==> config.mk <==
export PLATFORM = sky130hd
export DESIGN_NAME = banked_dmem
export DESIGN_NICKNAME = d
export VERILOG_FILES = /design/src/rtl/banked_dmem_pkg.sv /design/src/rtl/banked_dmem_decode.sv /design/src/rtl/banked_dmem_status.sv /design/src/rtl/banked_dmem_ram.sv /design/src/rtl/banked_dmem.sv
export SDC_FILE = /design/constraint.sdc
export NUM_CORES = 2
export LEC_CHECK = 0
export BUFFER_PORTS_ARGS = -buffer_cell sky130_fd_sc_hd__buf_2
export CORE_MARGIN = 3
export CORE_UTILIZATION = 40
export DETAILED_ROUTE_END_ITERATION = 10
export PLACE_DENSITY = 0.54
export RECOVER_POWER = 100
export SYNTH_ARGS = -nofsm -noshare
export SYNTH_HDL_FRONTEND = slang
export SYNTH_SLANG_ARGS = --single-unit
==> constraint.sdc <==
create_clock -name clk -period 5.3 [get_ports clk]
set_clock_uncertainty 0.15 [all_clocks]
set_input_delay 0.265 -clock clk [delete_from_list [all_inputs] [get_ports clk]]
set_output_delay 0.265 -clock clk [all_outputs]
set_load 0.02 [all_outputs]
==> src/rtl/banked_dmem_pkg.sv <==
package banked_dmem_pkg;
  localparam int DW       = 8;
  localparam int OFS_W    = 7;
  localparam int BANK_W   = 2;
  localparam int EA_W     = BANK_W + OFS_W;
  localparam int RAM_BASE = 32;

  localparam logic [OFS_W-1:0] OFS_PTRDATA = 7'h00;
  localparam logic [OFS_W-1:0] OFS_TIMER   = 7'h01;
  localparam logic [OFS_W-1:0] OFS_PCLOW   = 7'h02;
  localparam logic [OFS_W-1:0] OFS_STATUS  = 7'h03;
  localparam logic [OFS_W-1:0] OFS_POINTER = 7'h04;
  localparam logic [OFS_W-1:0] OFS_PORT    = 7'h05;

  typedef enum logic [2:0] {
    RG_NULL = 3'd0,
    RG_RAM  = 3'd1,
    RG_STAT = 3'd2,
    RG_PTR  = 3'd3,
    RG_EXT  = 3'd4
  } dmem_rgn_e;
endpackage

==> src/rtl/banked_dmem_decode.sv <==
module banked_dmem_decode
  import banked_dmem_pkg::*;
#(
  parameter int P_OFS_W    = OFS_W,
  parameter int P_BANK_W   = BANK_W,
  parameter int P_DW       = DW,
  parameter int P_RAM_BASE = RAM_BASE,
  localparam int LEA_W     = P_OFS_W + P_BANK_W
) (
  input  logic [P_OFS_W-1:0]  addr,
  input  logic [P_BANK_W-1:0] bank_dir,
  input  logic                bank_ind,
  input  logic [P_DW-1:0]     ptr,
  output logic [LEA_W-1:0]    ea,
  output dmem_rgn_e           rgn,
  output logic [LEA_W-1:0]    ext_ea
);
  logic               use_ptr;
  logic [P_OFS_W-1:0] ofs;
  logic               bank0;
  logic               bank0_ext;

  assign use_ptr = (addr == OFS_PTRDATA);
  assign ea      = use_ptr ? LEA_W'({bank_ind, ptr}) : {bank_dir, addr};
  assign ofs     = ea[P_OFS_W-1:0];
  assign bank0   = (ea[LEA_W-1:P_OFS_W] == '0);

  // bank-0 only control window outside the mirrored registers
  assign bank0_ext = bank0 && ((ofs == OFS_TIMER) ||
                     ((ofs >= OFS_PORT) && (ofs < P_OFS_W'(P_RAM_BASE))));

  always_comb begin
    ext_ea = ea;
    if (ofs == OFS_PTRDATA)      rgn = RG_NULL;
    else if (ofs == OFS_STATUS)  rgn = RG_STAT;
    else if (ofs == OFS_POINTER) rgn = RG_PTR;
    else if (ofs == OFS_PCLOW) begin
      rgn    = RG_EXT;
      ext_ea = LEA_W'(OFS_PCLOW);
    end
    else if (bank0_ext)          rgn = RG_EXT;
    else                         rgn = RG_RAM;
  end
endmodule

==> src/rtl/banked_dmem_status.sv <==
module banked_dmem_status
  import banked_dmem_pkg::*;
#(
  parameter int P_DW = DW
) (
  input  logic            clk,
  input  logic            rst,
  input  logic            we,
  input  logic [P_DW-1:0] wdata,
  input  logic            flag_we,
  input  logic [2:0]      flag_in,
  output logic [P_DW-1:0] status_q
);
  localparam logic [P_DW-1:0] RESET_VAL = P_DW'(8'h18);

  always_ff @(posedge clk) begin
    if (rst) begin
      status_q <= RESET_VAL;
    end else begin
      if (we) begin
        status_q[P_DW-1:5] <= wdata[P_DW-1:5];
        status_q[2:0]      <= wdata[2:0];
      end
      if (flag_we) status_q[2:0] <= flag_in;
    end
  end

  a_r7_flag_wins: assert property (@(posedge clk) disable iff (rst)
    flag_we |=> status_q[2:0] == $past(flag_in));

  a_r6_write_fields: assert property (@(posedge clk) disable iff (rst)
    (we && !flag_we) |=> (status_q[2:0] == $past(wdata[2:0])) &&
                         (status_q[P_DW-1:5] == $past(wdata[P_DW-1:5])));

  a_r6_guard_bits: assert property (@(posedge clk) disable iff (rst)
    we |=> status_q[4:3] == $past(status_q[4:3]));
endmodule

==> src/rtl/banked_dmem_ram.sv <==
module banked_dmem_ram #(
  parameter int P_AW = 9,
  parameter int P_DW = 8,
  localparam int DEPTH = 1 << P_AW
) (
  input  logic            clk,
  input  logic            re,
  input  logic            we,
  input  logic [P_AW-1:0] a,
  input  logic [P_DW-1:0] wd,
  output logic [P_DW-1:0] rq
);
  logic [P_DW-1:0] mem [DEPTH];

  // read-first single port: nonblocking read sees the pre-write byte
  always_ff @(posedge clk) begin
    if (we) mem[a] <= wd;
    if (re) rq <= mem[a];
  end
endmodule

==> src/rtl/banked_dmem.sv <==
module banked_dmem
  import banked_dmem_pkg::*;
(
  input  logic                clk,
  input  logic                rst,
  input  logic [OFS_W-1:0]    addr,
  input  logic                rd_en,
  input  logic                wr_en,
  input  logic [DW-1:0]       wr_data,
  output logic [DW-1:0]       rd_data,
  input  logic                flag_we,
  input  logic [2:0]          flag_in,
  output logic [DW-1:0]       status,
  output logic [DW-1:0]       pointer,
  output logic                ext_rd,
  output logic                ext_wr,
  output logic [EA_W-1:0]     ext_addr,
  input  logic [DW-1:0]       ext_rd_data
);
  localparam int IRP_BIT = DW - 1;
  localparam int RP_HI   = DW - 2;
  localparam int RP_LO   = RP_HI - BANK_W + 1;

  logic [EA_W-1:0] ea;
  dmem_rgn_e       rgn;
  logic [DW-1:0]   status_q;
  logic [DW-1:0]   ptr_q;
  logic [DW-1:0]   ram_q;
  logic [DW-1:0]   misc_q;
  logic            from_ram_q;
  logic            ram_we, ram_re, stat_we, ptr_we;

  banked_dmem_decode u_dec (
    .addr     (addr),
    .bank_dir (status_q[RP_HI:RP_LO]),
    .bank_ind (status_q[IRP_BIT]),
    .ptr      (ptr_q),
    .ea       (ea),
    .rgn      (rgn),
    .ext_ea   (ext_addr)
  );

  assign ram_we  = wr_en && (rgn == RG_RAM);
  assign ram_re  = rd_en && (rgn == RG_RAM);
  assign stat_we = wr_en && (rgn == RG_STAT);
  assign ptr_we  = wr_en && (rgn == RG_PTR);
  assign ext_wr  = wr_en && (rgn == RG_EXT);
  assign ext_rd  = rd_en && (rgn == RG_EXT);

  banked_dmem_status u_stat (
    .clk      (clk),
    .rst      (rst),
    .we       (stat_we),
    .wdata    (wr_data),
    .flag_we  (flag_we),
    .flag_in  (flag_in),
    .status_q (status_q)
  );

  banked_dmem_ram #(.P_AW(EA_W), .P_DW(DW)) u_ram (
    .clk (clk),
    .re  (ram_re),
    .we  (ram_we),
    .a   (ea),
    .wd  (wr_data),
    .rq  (ram_q)
  );

  always_ff @(posedge clk) begin
    if (rst) ptr_q <= '0;
    else if (ptr_we) ptr_q <= wr_data;
  end

  // register-side read path, captured alongside the RAM read
  always_ff @(posedge clk) begin
    if (rst) begin
      from_ram_q <= 1'b0;
      misc_q     <= '0;
    end else if (rd_en) begin
      from_ram_q <= (rgn == RG_RAM);
      unique case (rgn)
        RG_STAT: misc_q <= status_q;
        RG_PTR:  misc_q <= ptr_q;
        RG_EXT:  misc_q <= ext_rd_data;
        default: misc_q <= '0;
      endcase
    end
  end

  assign rd_data = from_ram_q ? ram_q : misc_q;
  assign status  = status_q;
  assign pointer = ptr_q;

  a_r11_single_target: assert property (@(posedge clk) disable iff (rst)
    $onehot0({ram_we, stat_we, ptr_we, ext_wr}));

  a_r8_ext_capture: assert property (@(posedge clk) disable iff (rst)
    ext_rd |=> rd_data == $past(ext_rd_data));

  a_r4_null_reads_zero: assert property (@(posedge clk) disable iff (rst)
    (rd_en && rgn == RG_NULL) |=> rd_data == '0);

  a_r10_hold_idle: assert property (@(posedge clk) disable iff (rst)
    !rd_en |=> $stable(rd_data));

  a_r5_pointer_load: assert property (@(posedge clk) disable iff (rst)
    ptr_we |=> pointer == $past(wr_data));

  a_r4_null_no_store: assert property (@(posedge clk) disable iff (rst)
    (wr_en && rgn == RG_NULL && !flag_we) |=> $stable(status) && $stable(pointer));
endmodule

After elaboration in Yosys (flattened, before gate mapping) --
Memories as Yosys holds them, arrays and structs flattened. A register that Yosys moved wholly into a read port is not among the register bits. Cells that the tools add are included. Widths: inputs -> output; s select.
Word-level totals: memories kept 1, flip-flop bits (word level) 23, word-level logic and storage cells 45, RAM bits 4096, bits of input ports 31
Memories:
- u_ram.mem | depth 512, width 8, read ports 1, clocked after Yosys merged registers in 1, write ports 1, line banked_dmem_ram.sv:13 | logic [P_DW-1:0] mem [DEPTH];
Operators by class: muxes and demuxes 16, equality and inequality tests 8, reduce and logical (&&, ||, !) cells 13, $lt $le $gt $ge 2
Operators by type and width (number):
- $mux 9 | 5
- $pmux 8 s3 | 1
- $mux 3 | 7
- $eq 7x2->1 const B | 2
- $logic_not 7->1 | 2
- $logic_and 1x1->1 | 8
- $mux 8 | 1
- $eq 7x1->1 const B | 1
- $eq 7x3->1 const B | 1
- $ge 7x3->1 const B | 1
- $lt 7x6->1 const B | 1
- $eq 3x2->1 const B | 2
- $eq 3x1->1 const B | 1
- $eq 3x3->1 const B | 1
- $logic_not 2->1 | 1
- $mux 1 | 2
- $reduce_bool 2->1 | 1
- $logic_or 1x1->1 | 1

Longest topological paths before layout --
depth in word-level cells 15, mapped depth 16, gate-level depth less buffers 10

Cells and area by module --
A second synthesis with hierarchy kept.
Unflattened totals: cell total of the unflattened synthesis 7761, area, all modules 160031.0 um^2
By module, submodules not included:
- banked_dmem_ram | area each 158439.5 um^2, cells an instance 7575, instances 1
- banked_dmem | area each 887.1 um^2, cells an instance 95, instances 1
- banked_dmem_decode | area each 437.9 um^2, cells an instance 65, instances 1
- banked_dmem_status | area each 266.5 um^2, cells an instance 26, instances 1

Least setup slack after synthesis --
Ideal clock, no wire load.
kind input to register, start input addr[2], end memory u_ram.mem[243][1], enable pin, setup slack 1505 ps, library setup time 370 ps, arrival time 3275 ps, buffers on the path 7, cell stages on the path 13, cell sequence buf_2 > nor2_1 > a31oi_4 > inv_2 > buf_2 > buf_2 > buf_2 > buf_2 > buf_2 > and4_1 > nand2_1 > buf_2 > nor2_1
Between the ends: cells in the longest elaborated chain, start to end 15, elaborated cells between the ends (all ways) 22, classes of those cells order compare: 2; eq/ne: 5; mux: 8; reduce/logical: 7
RTL lines:
- start: declaration | line banked_dmem.sv:6 | input logic [OFS_W-1:0] addr,
- $logic_not 7->1 | line banked_dmem_decode.sv:23 | assign use_ptr = (addr == OFS_PTRDATA);
- $mux 9 (*) | line banked_dmem_decode.sv:24 | assign ea = use_ptr ? LEA_W'({bank_ind, ptr}) : {bank_dir, addr};
- $ge 7x3->1 / $lt 7x6->1 (equally long branches) | line banked_dmem_decode.sv:30 | ((ofs >= OFS_PORT) && (ofs < P_OFS_W'(P_RAM_BASE))));
- $logic_and 1x1->1 | line banked_dmem_decode.sv:30
- $logic_or 1x1->1 | line banked_dmem_decode.sv:29 | assign bank0_ext = bank0 && ((ofs == OFS_TIMER) ||
- $logic_and 1x1->1 | line banked_dmem_decode.sv:29
- $mux 3 | line banked_dmem_decode.sv:41 | else if (bank0_ext) rgn = RG_EXT;
- $mux 3 | line banked_dmem_decode.sv:37 | else if (ofs == OFS_PCLOW) begin
- $mux 3 | line banked_dmem_decode.sv:36 | else if (ofs == OFS_POINTER) rgn = RG_PTR;
- $mux 3 | line banked_dmem_decode.sv:35 | else if (ofs == OFS_STATUS) rgn = RG_STAT;
- $mux 3 | line banked_dmem_decode.sv:34 | if (ofs == OFS_PTRDATA) rgn = RG_NULL;
- $eq 3x1->1 | line banked_dmem.sv:43 | assign ram_we = wr_en && (rgn == RG_RAM);
- $logic_and 1x1->1 | line banked_dmem.sv:43
- $mux 1 | line banked_dmem_ram.sv:17 | if (we) mem[a] <= wd;
- $mux 1 (not written as such) | line banked_dmem_ram.sv:17
- end: declaration | line banked_dmem_ram.sv:13
Mark *: on every way between the ends. The rest lies on a longest branch, timed or not.

Worst setup path after layout --
start register ptr_q[5] (netlist: pointer[5]), end memory u_ram.mem[47][6], enable pin
Between the ends: cells in the longest elaborated chain, start to end 14, elaborated cells between the ends (all ways) 20, classes of those cells order compare: 2; eq/ne: 5; mux: 8; reduce/logical: 5
RTL lines:
- start: declaration | line banked_dmem.sv:27 | logic [DW-1:0] ptr_q;
- start signal: assignment | line banked_dmem.sv:71 | else if (ptr_we) ptr_q <= wr_data;
- $mux 9 (*) | line banked_dmem_decode.sv:24
- $ge 7x3->1 / $lt 7x6->1 (equally long branches) | line banked_dmem_decode.sv:30
- $logic_and 1x1->1 | line banked_dmem_decode.sv:30
- $logic_or 1x1->1 | line banked_dmem_decode.sv:29
- $logic_and 1x1->1 | line banked_dmem_decode.sv:29
- $mux 3 | line banked_dmem_decode.sv:41
- $mux 3 | line banked_dmem_decode.sv:37
- $mux 3 | line banked_dmem_decode.sv:36
- $mux 3 | line banked_dmem_decode.sv:35
- $mux 3 | line banked_dmem_decode.sv:34
- $eq 3x1->1 | line banked_dmem.sv:43
- $logic_and 1x1->1 | line banked_dmem.sv:43
- $mux 1 | line banked_dmem_ram.sv:17
- $mux 1 (not written as such) | line banked_dmem_ram.sv:17
Marked as above.

==> out/qor.csv <==
stage,metric,value,unit
detailed_routing,drt pass-1 iters,8,
job,number of max-cap violations,21,
global_route,grt total ovfl,0,
synth,Post-synth top cells,"edfxtp_1, nand2_1, mux2i_1, o22ai_1, nor2_1",
clock_tree,worst skew pair latency,980,ps
sta,worst setup margin,-191,ps
synth,"Seq/Total Area, Yosys",78.4,%
detailed_routing,highest routed metal layer,met5,
die,core area,393000,sq um
detailed_routing,met3 WL,54200,um
synth,post-synth cell types,71,
detailed_routing,mean number of vias per cell,6.07,
synth,area share of the leading cell type in the synthesized netlist,78.1,%
hold_path,HP Class,input port to flop,
detailed_routing,initial drt markers,13800,
place,IO Port Bufs,63,
synth,number of synthesized flops with an enable pin,4104,
place,dpl hpwl,325000,um
place,placed cells,15100,
sta,Final Cycle Share,104,%
status,violated checks,"capacitance limit, slew limit, setup timing",
power_and_ir_drop,Clock Power Share,41.6,%
synth,Mean Syn Cell Area,16.5,sq um
global_route,gr usage total,25.7,%
detailed_routing,routed wire length per instance,33.4,um
sta,max-slew violations,1823,
detailed_routing,Routed met2 length,240000,um
sta,Worst Max-Slew Pin Slew,5130,ps
detailed_routing,# DRC,0,
setup_path,CP Max Fanout,9,
setup_path,WP data arrival,5900,ps
status,status,"finished, violations left",
clock_tree,total CTS buffers,422,
power_and_ir_drop,internal power,53.4,mW
clock_tree,CTS max path bufs,4,
clock_tree,CTS tree,done,
sta,Peak Freq,0.182,GHz
die,Die H,634,um
synth,Post-Synthesis Cells,9556,
sta,endpoints failing setup,281,
die,Die Area,402000,sq um
sta,final hold viol count,0,
synth,Synthesis Warnings,0,
place,pre-CTS setup slack,-505,ps
setup_path,WP data required,5710,ps
final_layout,final net count,10300,
synth,"count leader, synth",edfxtp_1,
place,Placed Area,170000,sq um
synth,register bit count reported by yosys,4127,
clock_tree,CTS sink count,4127,
global_route,vias in the first global route,92800,
place,GPL Wtd Cong,0.919,
detailed_routing,post-route ant nets,0,
global_route,largest net degree at the start of global routing,178,
clock_tree,clock-pin slew on the worst setup and hold paths,60,ps
power_and_ir_drop,Comb pwr share,5.7,%
power_and_ir_drop,Psw,15.5,mW
power_and_ir_drop,power share of the sequential group,52.7,%
final_layout,Fillers,33500,
global_route,global-route wire length before repair,734000,um
final_layout,layout cells sized above 1,12.1,%
synth,ys async rst share,0,%
detailed_routing,Detailed Route WL,530000,um
power_and_ir_drop,sw frac,22.5,%
power_and_ir_drop,Power Dens Cells,377,nW/um^2
setup_path,Critical Path Sink Type,flop,
final_layout,fin cells,15900,
synth,largest cells by area after synthesis,"edfxtp_1, mux2i_1, a22oi_1, o22ai_1, nand2_1",
power_and_ir_drop,static leakage,59.2,nW
die,initial core utilization,40.2,%
clock_tree,number of H-tree levels,5,
die,Rows,230,
synth,Mapped Area,158000,sq um
synth,Yosys top cell by area,edfxtp_1,
die,Ports,66,
setup_path,critical path class,flop to flop,
detailed_routing,via count,96500,
clock_tree,post-CTS setup buffer count,0,
final_layout,Area Growth Syn to Fin,15.7,%
synth,most common flop cell mapped by yosys,edfxtp_1,
power_and_ir_drop,total power draw,68.8,mW
sta,RSZ-0062 raised after global routing,false,
power_and_ir_drop,VDD IR max,0.306,mV
sta,minimum clock period after layout,5490,ps
die,die width,634,um
setup_path,type of origin of the critical path,flop,
final_layout,final instance area,183000,sq um
clock_tree,Clock Tree Root,clkbuf_16,
sta,Max-slew headroom,-242,%
detailed_routing,Metal-1 WL,212000,um
global_route,initial antenna violation count,36,
-- power by group through the flow --
stage          combinational, mW  sequential (mW)  clock (mW)
5_1_grt                     4.04             36.3        30.2
2_1_floorplan               1.61             36.9           0
6_report                    3.91             36.3        28.6
3_3_place_gp                3.82             36.9           0
3_5_place_dp                3.85             36.9           0
4_1_cts                     3.88             36.2        28.9
-- per-stage QoR --
stage | utilization [%] | hold slack (ps) | setup TNS, ps
2_1_floorplan | - | 184 | 0
3_3_place_gp | 43.2 | 320 | -2210
3_5_place_dp | 43.2 | 334 | -1290
4_1_cts | 46.6 | 29.3 | 0
5_1_grt | 46.5 | 100 | 0
6_report | 46.5 | 96.0 | -15430
-- worst max-delay path, stage by stage, from the launching register on --
cell	delay, ps
dfxtp_1	480
clkbuf_1	620
nor3_1	100
o21ai_0	360
clkbuf_1	380
nor3_2	90
a211oi_1	260
clkbuf_1	320
and4_1	240
clkbuf_1	410
nand2_4	350
buf_2	450
nor2_1	830
-- routing by layer --
layer	GRT usage (%)	up-vias
met5	0	-
met4	10.3	22
met3	5.44	957
met2	39.6	5490
met1	35.6	50100
li1	-	39900
-- worst paths after layout --
| check | start | to | slack [ps] | depth (start not counted) |
|---|---|---|---|---|
| worst min-delay path | ext_rd_data[4] | misc_q[4] | 100 | 4 |
| worst min register to register | misc_q[2] | misc_q[2] | 350 | 2 |
| worst max-delay path | pointer[5] | u_ram.mem[47][6] | -190 | 12 |
| worst max register to register | pointer[5] | u_ram.mem[47][6] | -190 | 12 |
-- logic make-up after synthesis --
family	share of synthesized area, %
AOI/OAI and AO/OA	11.3
buffers and inverters	1.91
and+or+nand+nor	4.03
other	0.00476
muxes	4.42
DFF	78.4
-- cell usage in the layout, fill, tap and decap left out, types with 14 or more instances in the layout --
cell type / count
a211oi_1: 46
a21oi_1: 471
a221o_1: 56
a221oi_1: 56
a222oi_1: 94
a22o_1: 264
a22oi_1: 524
a31oi_1: 56
a32oi_1: 86
buf_12: 116
buf_2: 44
buf_4: 379
bufinv_16: 25
clkbuf_1: 157
clkbuf_16: 428
clkbuf_2: 28
clkinv_1: 91
clkinv_2: 69
clkinvlp_4: 14
conb_1: 354
dfxtp_1: 23
diode_2: 26
dlygate4sd3_1: 42
edfxtp_1: 4104
mux2_2: 70
mux2i_1: 613
nand2_1: 742
nand3_1: 16
nand4_1: 15
nor2_1: 534
nor4_1: 111
o21ai_0: 34
o221ai_1: 46
o22a_1: 45
o22ai_1: 553
o31a_1: 23
o31ai_1: 34
o41ai_1: 17
or4_1: 26
-- flip-flops by register name (all words and copies together) (netlist names) --
register,count
u_ram.rq,8
from_ram_q,1
pointer,8
misc_q,8
u_stat.status_q,6
u_ram.mem,4096
-- layout make-up --
class	count	area (sq um)	area share (%)
Timing Repair Buffer	680	6320	3.46
Clock inverter	222	1920	1.05
Sequential cell	4127	124000	67.7
Tap cell	5220	6530	3.58
Antenna cell	26	65.1	0.0356
Multi-Input combinational cell	5059	32800	18.0
Inverter	8	47.5	0.0260
Clock buffer	538	11200	6.12
-- what timing repair did --
action / in CTS / in global routing
endpoints found under the setup margin: 2 / 3
endpoints found under the hold margin: 1222 / 0
resized for setup: 3 / 3
hold buffers: 42 / 0
Note: power is estimated with default switching activity, not from simulation.
